`src/rtl/pf_pkg.sv`:
```
package pf_pkg;
    localparam int unsigned THR_W   = 4;
    localparam int unsigned CNT_MAX = (1 << THR_W) - 1;

    typedef logic [THR_W-1:0] thr_t;

    // classification of one clock cycle from the filter's point of view
    typedef enum logic [1:0] {
        EV_NONE = 2'd0,   // no strobe
        EV_ERR  = 2'd1,   // strobe with damaged framing
        EV_NEW  = 2'd2,   // clean strobe starting a new run
        EV_SAME = 2'd3    // clean strobe extending the current run
    } frame_ev_e;
endpackage

```
`src/rtl/pf_thresh_clamp.sv`:
```
module pf_thresh_clamp
    import pf_pkg::*;
(
    input  thr_t thr_in,
    output thr_t thr_eff
);
    localparam thr_t THR_MIN = thr_t'(1);

    always_comb begin
        if (thr_in < THR_MIN) begin
            thr_eff = THR_MIN;
        end else begin
            thr_eff = thr_in;
        end
    end
endmodule

```
`src/rtl/pf_frame_class.sv`:
```
module pf_frame_class
    import pf_pkg::*;
#(
    parameter int unsigned DATA_W = 8
) (
    input  logic              stb,
    input  logic              err,
    input  logic [DATA_W-1:0] cand,
    input  logic [DATA_W-1:0] run_val,
    input  logic              run_empty,
    output frame_ev_e         ev
);
    always_comb begin
        if (!stb) begin
            ev = EV_NONE;
        end else if (err) begin
            ev = EV_ERR;
        end else if (run_empty || (cand != run_val)) begin
            ev = EV_NEW;
        end else begin
            ev = EV_SAME;
        end
    end
endmodule

```
`src/rtl/pf_run_tracker.sv`:
```
module pf_run_tracker
    import pf_pkg::*;
#(
    parameter int unsigned DATA_W = 8
) (
    input  logic              clk,
    input  logic              rst,
    input  frame_ev_e         ev,
    input  logic [DATA_W-1:0] cand,
    output logic [DATA_W-1:0] run_val,
    output logic              run_empty,
    output thr_t              cnt_next
);
    localparam thr_t CNT_TOP = thr_t'(CNT_MAX);

    typedef struct packed {
        logic [DATA_W-1:0] run;
        thr_t              cnt;
    } run_st_t;

    run_st_t st_d, st_q;

    always_comb begin
        st_d = st_q;
        unique case (ev)
            EV_ERR: begin
                st_d.cnt = '0;
            end
            EV_NEW: begin
                st_d.run = cand;
                st_d.cnt = thr_t'(1);
            end
            EV_SAME: begin
                if (st_q.cnt != CNT_TOP) begin
                    st_d.cnt = st_q.cnt + thr_t'(1);
                end
            end
            default: begin
                st_d = st_q;
            end
        endcase
    end

    always_ff @(posedge clk) begin
        if (rst) begin
            st_q <= '0;
        end else begin
            st_q <= st_d;
        end
    end

    assign run_val   = st_q.run;
    assign run_empty = (st_q.cnt == '0);
    assign cnt_next  = st_d.cnt;
endmodule

```
`src/rtl/pf_accept.sv`:
```
module pf_accept
    import pf_pkg::*;
#(
    parameter int unsigned DATA_W = 8
) (
    input  logic              clk,
    input  logic              rst,
    input  frame_ev_e         ev,
    input  thr_t              cnt_next,
    input  thr_t              thr_eff,
    input  logic [DATA_W-1:0] cand,
    output logic [DATA_W-1:0] acc_val,
    output logic              chg
);
    typedef struct packed {
        logic [DATA_W-1:0] acc;
        logic              chg;
    } acc_st_t;

    acc_st_t st_d, st_q;
    logic    clean_frame;
    logic    run_full;
    logic    is_new_val;

    always_comb begin
        clean_frame = (ev == EV_NEW) || (ev == EV_SAME);
        run_full    = (cnt_next >= thr_eff);
        is_new_val  = (cand != st_q.acc);
        st_d        = st_q;
        st_d.chg    = 1'b0;
        if (clean_frame && run_full && is_new_val) begin
            st_d.acc = cand;
            st_d.chg = 1'b1;
        end
    end

    always_ff @(posedge clk) begin
        if (rst) begin
            st_q <= '0;
        end else begin
            st_q <= st_d;
        end
    end

    assign acc_val = st_q.acc;
    assign chg     = st_q.chg;
endmodule

```
`src/rtl/persist_filter.sv`:
```
module persist_filter
    import pf_pkg::*;
#(
    parameter int unsigned DATA_W = 8
) (
    input  logic              clk,
    input  logic              rst,
    input  logic              frame_stb,
    input  logic [DATA_W-1:0] cand_val,
    input  logic              frame_err,
    input  logic [THR_W-1:0]  thresh,
    output logic [DATA_W-1:0] acc_val,
    output logic              chg_pulse
);
    thr_t              thr_eff;
    frame_ev_e         ev;
    logic [DATA_W-1:0] run_val;
    logic              run_empty;
    thr_t              cnt_next;

    pf_thresh_clamp u_clamp (
        .thr_in  (thresh),
        .thr_eff (thr_eff)
    );

    pf_frame_class #(.DATA_W(DATA_W)) u_class (
        .stb       (frame_stb),
        .err       (frame_err),
        .cand      (cand_val),
        .run_val   (run_val),
        .run_empty (run_empty),
        .ev        (ev)
    );

    pf_run_tracker #(.DATA_W(DATA_W)) u_track (
        .clk       (clk),
        .rst       (rst),
        .ev        (ev),
        .cand      (cand_val),
        .run_val   (run_val),
        .run_empty (run_empty),
        .cnt_next  (cnt_next)
    );

    pf_accept #(.DATA_W(DATA_W)) u_acc (
        .clk      (clk),
        .rst      (rst),
        .ev       (ev),
        .cnt_next (cnt_next),
        .thr_eff  (thr_eff),
        .cand     (cand_val),
        .acc_val  (acc_val),
        .chg      (chg_pulse)
    );
endmodule

```
`config.mk`:
```
export PLATFORM = sky130hd
export DESIGN_NAME = persist_filter
export DESIGN_NICKNAME = d
export VERILOG_FILES = /design/src/rtl/pf_pkg.sv /design/src/rtl/pf_thresh_clamp.sv /design/src/rtl/pf_frame_class.sv /design/src/rtl/pf_run_tracker.sv /design/src/rtl/pf_accept.sv /design/src/rtl/persist_filter.sv
export SDC_FILE = /design/constraint.sdc
export NUM_CORES = 1
export LEC_CHECK = 0
export ABC_CLOCK_PERIOD_IN_PS = 3650
export BUFFER_PORTS_ARGS = -buffer_cell sky130_fd_sc_hd__buf_2
export CORE_AREA = 2 2 69 71
export CTS_BUF_LIST = sky130_fd_sc_hd__clkbuf_2 sky130_fd_sc_hd__clkbuf_4 sky130_fd_sc_hd__clkbuf_8
export DETAILED_ROUTE_END_ITERATION = 8
export DIE_AREA = 0 0 71 73
export PLACE_DENSITY = 0.59
export REMOVE_ABC_BUFFERS = 1
export SYNTH_ARGS = -nofsm -noshare
export SYNTH_HDL_FRONTEND = slang
export SYNTH_HIERARCHICAL = 1
export SYNTH_SLANG_ARGS = --single-unit
```
`constraint.sdc`:
```
create_clock -name clk -period 3.65 [get_ports clk]
set_clock_uncertainty 0.1 [all_clocks]
set_input_delay 0.5475 -clock clk [delete_from_list [all_inputs] [get_ports clk]]
set_output_delay 0.5475 -clock clk [all_outputs]
set_load 0.1 [all_outputs]
```
# == After elaboration in Yosys (flattened, before gate mapping) ==
# Cells that the tools add are included.
# totals
input_bits,16
register_bits,21
output_inout_bits,9
# op_classes
reduce_logical,5
add_sub_neg,1
order_cmp,2
eq_ne,6
muxes,7
# op_table
operator,count
$ne A8 B8 Y1,2
$pmux W4 S3,1
$mux W4,2
$add A4 B1 Y4 const B,1
$eq A2 B2 Y1 const B,2
$ge A4 B4 Y1,1
$logic_not A4 Y1,1
$lt A4 B1 Y1 const B,1
$mux W2,2
$ne A4 B4 Y1 const B,1
$eq A2 B1 Y1 const B,1
$logic_and A1 B1 Y1,2
$logic_or A1 B1 Y1,2
$mux W1,2

# == Logic depth before layout (Yosys ltp) ==
# depth
word_depth,11
ltp_mapped,15
mapped_depth_nobuf,14

# == By module ==
# Netlist, hierarchy kept.
# by_module_without_submodules
mod,seq_area_each_um2,area_per_inst_um2,n_inst,cells_each
pf_run_tracker,240.2,619.3,1,69
pf_accept,180.2,610.6,1,59
pf_frame_class,0.0,105.1,1,13
pf_thresh_clamp,0.0,22.5,1,5

# == Worst setup path after synthesis ==
# No wires, ideal clock.
# synth_timing
path_kind,input to register
startpoint,input port cand_val[6]
endpoint,"register u_acc.st_q, in the netlist u_acc/chg"
stages,13
t_arrival_ns,2.589
required_time_ns,3.428
path_slack_ns,0.839
path_buffers,1
cell_sequence,xor2_1 nor4_1 a32o_1 inv_1 a21oi_1 a21oi_1 inv_1 ha_1 nand2b_4 a2111oi_4 a211oi_2 buf_6 nor2b_1
# synth_via
elab_chain_cells,11
# synth_rtl
element,line_no,text
from (decl),persist_filter.sv:9,"input logic [DATA_W-1:0] cand_val,"
$ne A8 B8 Y1 *,pf_frame_class.sv:18,end else if (run_empty || (cand != run_val)) begin
$logic_or A1 B1 Y1 *,pf_frame_class.sv:18,
$mux W1 *,pf_frame_class.sv:18,
$mux W2 *,pf_frame_class.sv:16,end else if (err) begin
$mux W2 *,pf_frame_class.sv:14,if (!stb) begin
via ev[0],persist_filter.sv:16,frame_ev_e ev;
$eq A2 B2 Y1 / $eq A2 B1 Y1 (equally long branches),pf_run_tracker.sv:25,unique case (ev)
$pmux W4 S3 *,pf_run_tracker.sv:25,
via cnt_next[0],persist_filter.sv:19,thr_t cnt_next;
$ge A4 B4 Y1 *,pf_accept.sv:27,run_full = (cnt_next >= thr_eff);
$logic_and A1 B1 Y1 * (2 in series),pf_accept.sv:31,if (clean_frame && run_full && is_new_val) begin
$mux W1 *,pf_accept.sv:31,
to (signal assigned),pf_accept.sv:41,st_q <= st_d;
to (decl),pf_accept.sv:20,"acc_st_t st_d, st_q;"
# The timed path passes the listed nets; every way through them passes the cells marked *.
# A chain may end at the register's enable or synchronous reset.

# == Worst setup path in the final report ==
# layout_timing
startpoint,register u_track/st_q[0] in the netlist's numbering
endpoint,"register u_acc.st_q, in the netlist u_acc/acc_val[0]"
# layout_via
elab_chain_cells,10
# layout_rtl
element,line_no,text
from (decl),pf_run_tracker.sv:21,"run_st_t st_d, st_q;"
from (signal assigned),pf_run_tracker.sv:48,st_q <= st_d;
$logic_not A4 Y1 *,pf_run_tracker.sv:53,assign run_empty = (st_q.cnt == '0);
via run_empty,persist_filter.sv:18,logic run_empty;
$logic_or A1 B1 Y1 *,pf_frame_class.sv:18,
$mux W1 *,pf_frame_class.sv:18,
$mux W2 *,pf_frame_class.sv:16,
$mux W2 *,pf_frame_class.sv:14,
via ev[0],persist_filter.sv:16,
$eq A2 B2 Y1 / $eq A2 B1 Y1 (equally long branches),pf_run_tracker.sv:25,
$pmux W4 S3 *,pf_run_tracker.sv:25,
via cnt_next[2],persist_filter.sv:19,
$ge A4 B4 Y1 *,pf_accept.sv:27,
$logic_and A1 B1 Y1 * (2 in series),pf_accept.sv:31,
# Marked as above.

==> impl_metrics.py <==
metrics = {
    "run_status": {
        "status": "finished, final reports clean",
    },
    "placed_design": {
        "placed_cells": 210,
        "routabilityCongestion": 0.774,
        "hpwl_um": 1920,
        "portBuffers": 24,
    },
    "clock_network": {
        "cts_made_buffers": 3,
        "clk_latency_ns": 0.26,
        "cts_tree": "yes",
        "htreeDepth": 1,
        "cts.sinks": 21,
        "cts_root_buffer": "clkbuf_8",
        "clockBufferDepth": 2,
        "hold_buffers": 0,
        "path_clk_slew_ns": 0.09,
    },
    "synth": {
        "yosys-top-cells-area": "dfxtp_1, mux2i_1, xor2_1",
        "syn_inst": 146,
        "ys_seq_elements": 21,
        "avgSynthCellArea_um2": 9.30,
        "synth_seq_area_share_pct": 31.0,
        "synth_cell_types": 33,
        "yosys.area.top_type": "dfxtp_1",
        "synth_top_area_share_pct": 31.0,
        "ys_warn_count": 6,
        "netlist_area_um2": 1360,
    },
    "setup_path": {
        "crit_path_end_kind": "register",
        "arrival_ns": 3.30,
        "startpoint_type": "register",
        "critPathMaxStageDelay_ns": 0.52,
        "cpMaxStageDelayCell": "a211oi_4",
        "path_cells": "inv_1 > ha_1 > nor3b_1 > nor3b_1 > a32o_1 > and2_1 > o211ai_1 > nand2_1 > ha_1 > o21a_1 > o21ai_0 > a211oi_4 > mux2i_1",
        "crit_type": "reg2reg",
        "reg2reg_setup_slack_ns": 0.45,
        "crit_path_max_fanout": 9,
        "worst-path-buf-inv": 1,
        "crit_family": "compound AO/OA/AOI/OAI gates",
        "cp_data_required_time_ns": 3.74,
    },
    "timing": {
        "max_slew.worst_pin.slew_ns": 0.590,
        "period_needed_ns": 3.20,
        "maxSlewViolCount": 0,
        "slew_headroom_pct": 60.5,
        "period_share_pct": 87.8,
        "clock.fmax_ghz": 0.312,
        "rsz0062_at_grt": "false",
        "hold_violations": 0,
        "finalSetupTns_ns": 0,
        "whs_ns": 0.400,
        "setup_violations": 0,
    },
    "global_routing": {
        "grt_pass1_vias": 893,
        "grt_pass1_wl_um": 4200,
        "overflow": 0,
        "grt_start_max_net_pins": 30,
        "track_usage_pct": 10.4,
        "antenna_found_initial": 0,
    },
    "drt": {
        "wl_met3_um": 97,
        "routed_via_density": 4.47,
        "dr_wl_met2_um": 1150,
        "ant_nets": 0,
        "wire_per_inst_um": 11.8,
        "drc": 0,
        "dr.pass1.iters": 4,
        "drtIter0Drc": 22,
        "top_layer": "met4",
        "finalWirelength_um": 2530,
        "num_vias": 957,
        "met1_length_um": 1260,
    },
    "final_layout": {
        "final_common_cell": "buf_2",
        "final_cells": 214,
        "regArea_um2": 420,
        "drive_above_1_share_pct": 22.5,
        "nFillCells": 475,
        "antennaDiodeCount": 0,
        "fin_util_pct": 33.3,
        "layout.nets": 183,
        "multi_input_area_um2": 821,
        "final_cell_mix": "buf_2, dfxtp_1, xor2_1, mux2i_1, nand2b_1",
        "area_delta_synth_final_pct": 11.3,
    },
    "power": {
        "power.internal_mw": 0.347,
        "pwr-share-comb_pct": 16.9,
        "power_density_nw_per_um2": 318,
        "power.share.switching_pct": 27.8,
        "clkPwrFrac_pct": 33.2,
        "seqPwrFrac_pct": 49.8,
        "p_total_mw": 0.481,
        "p_sw_mw": 0.134,
        "ir_drop_uv": 185,
        "p_leak_nw": 0.655,
    },
    "floorplan": {
        "start_util_pct": 29.9,
        "die_w_um": 71,
        "die_h_um": 73,
        "coreArea_um2": 4540,
        "die_area_um2": 5180,
        "rows": 25,
        "io_pins": 25,
    },
    "flow_run": {
        "cap_violations": 0,
    },
    "worst_hold_path": {
        "hold_class": "reg2reg",
    },
}
## cell usage after synthesis (all sizes together)
master / n
a21oi: 3
nand3b: 2
nor2b: 3
and4b: 1
nor4: 3
a32o: 1
mux2i: 16
inv: 7
o21ai: 2
nor2: 9
and3: 1
clkbuf: 5
ha: 6
nand3: 5
xnor2: 1
nor3b: 2
dfxtp: 21
o21a: 1
xor2: 16
or2b: 2
buf: 10
a2111oi: 1
nand2b: 15
nor3: 2
a211oi: 2
a31oi: 2
nand2: 4
or2: 1
o211ai: 1
and2: 1
## layer usage
layer | track usage [%] | vias to the layer above
li1 | - | 506
met1 | 15.1 | 433
met2 | 15.4 | 16
met3 | 1.80 | 2
met4 | 3.77 | 0
met5 | 0 | -
## kinds of logic (layout without fill, tap and decap cells)
logic type	after synthesis	in the layout	share of synthesized area, %
compound gates	13	13	8.48
xor+xnor	17	17	11.0
fa+ha+maj	6	6	5.53
buf+inv	22	36	9.12
flops	21	21	31.0
mux	16	16	11.8
simple gates	51	51	23.1
## metrics by stage
| step | area, µm² | setup WS (ns) |
|---|---|---|
| 5_1_grt | 1510 | 0.183 |
| 3_5_place_dp | 1460 | 0.0640 |
| 6_report | 1510 | 0.445 |
| 3_3_place_gp | 1460 | 0.119 |
| 2_1_floorplan | 1260 | 0.663 |
| 4_1_cts | 1500 | 0.265 |
## sequential cells by signal, indices dropped and copies added, names as in the netlist
name	count
u_track/run_val	8
u_track/st_q	4
u_acc/acc_val	8
u_acc/chg	1
## what timing repair did
action / CTS / global route
setup buffers: 0 / 0
setup endpoints to repair: 0 / 5
gates resized for setup: 0 / 1
## worst register-to-register path: cells and delay by family, from the launching register on
kind / cells / cell delay, ns
muxes: 1 / 0.26
buffers and inverters: 1 / 0.10
adders and majority gates: 2 / 0.39
AOI/OAI and AO/OA: 5 / 1.21
DFF: 1 / 0.41
and+or+nand+nor: 4 / 0.67
## final timing paths
check	end	depth (start not counted)	start
worst max register to register	u_acc/acc_val[0]	13	u_track/st_q[0]
worst min register to register	u_acc/acc_val[1]	2	u_acc/acc_val[1]
worst max-delay path	u_acc/acc_val[0]	13	u_track/st_q[0]
worst min-delay path	u_acc/acc_val[1]	2	u_acc/acc_val[1]
## cell type report
cell class              count  share of cell area (%)
repair buffers             25                    8.44
inverters                   7                    1.74
clock buffers               3                    2.73
flip-flops and latches     21                    27.8
multi-input cells         103                    54.3
well taps                  54                    4.47
clock inverters             1                   0.497
## power by group through the flow
stage,logic (mW),clock network [mW],registers [mW]
CTS,0.0815,0.167,0.239
floorplan,0.0456,0,0.253
detailed placement,0.0813,0,0.245
finish,0.0814,0.160,0.239
global placement,0.0809,0,0.245
global route,0.0902,0.174,0.241
No activity file was read; power rests on OpenSTA's default activity.
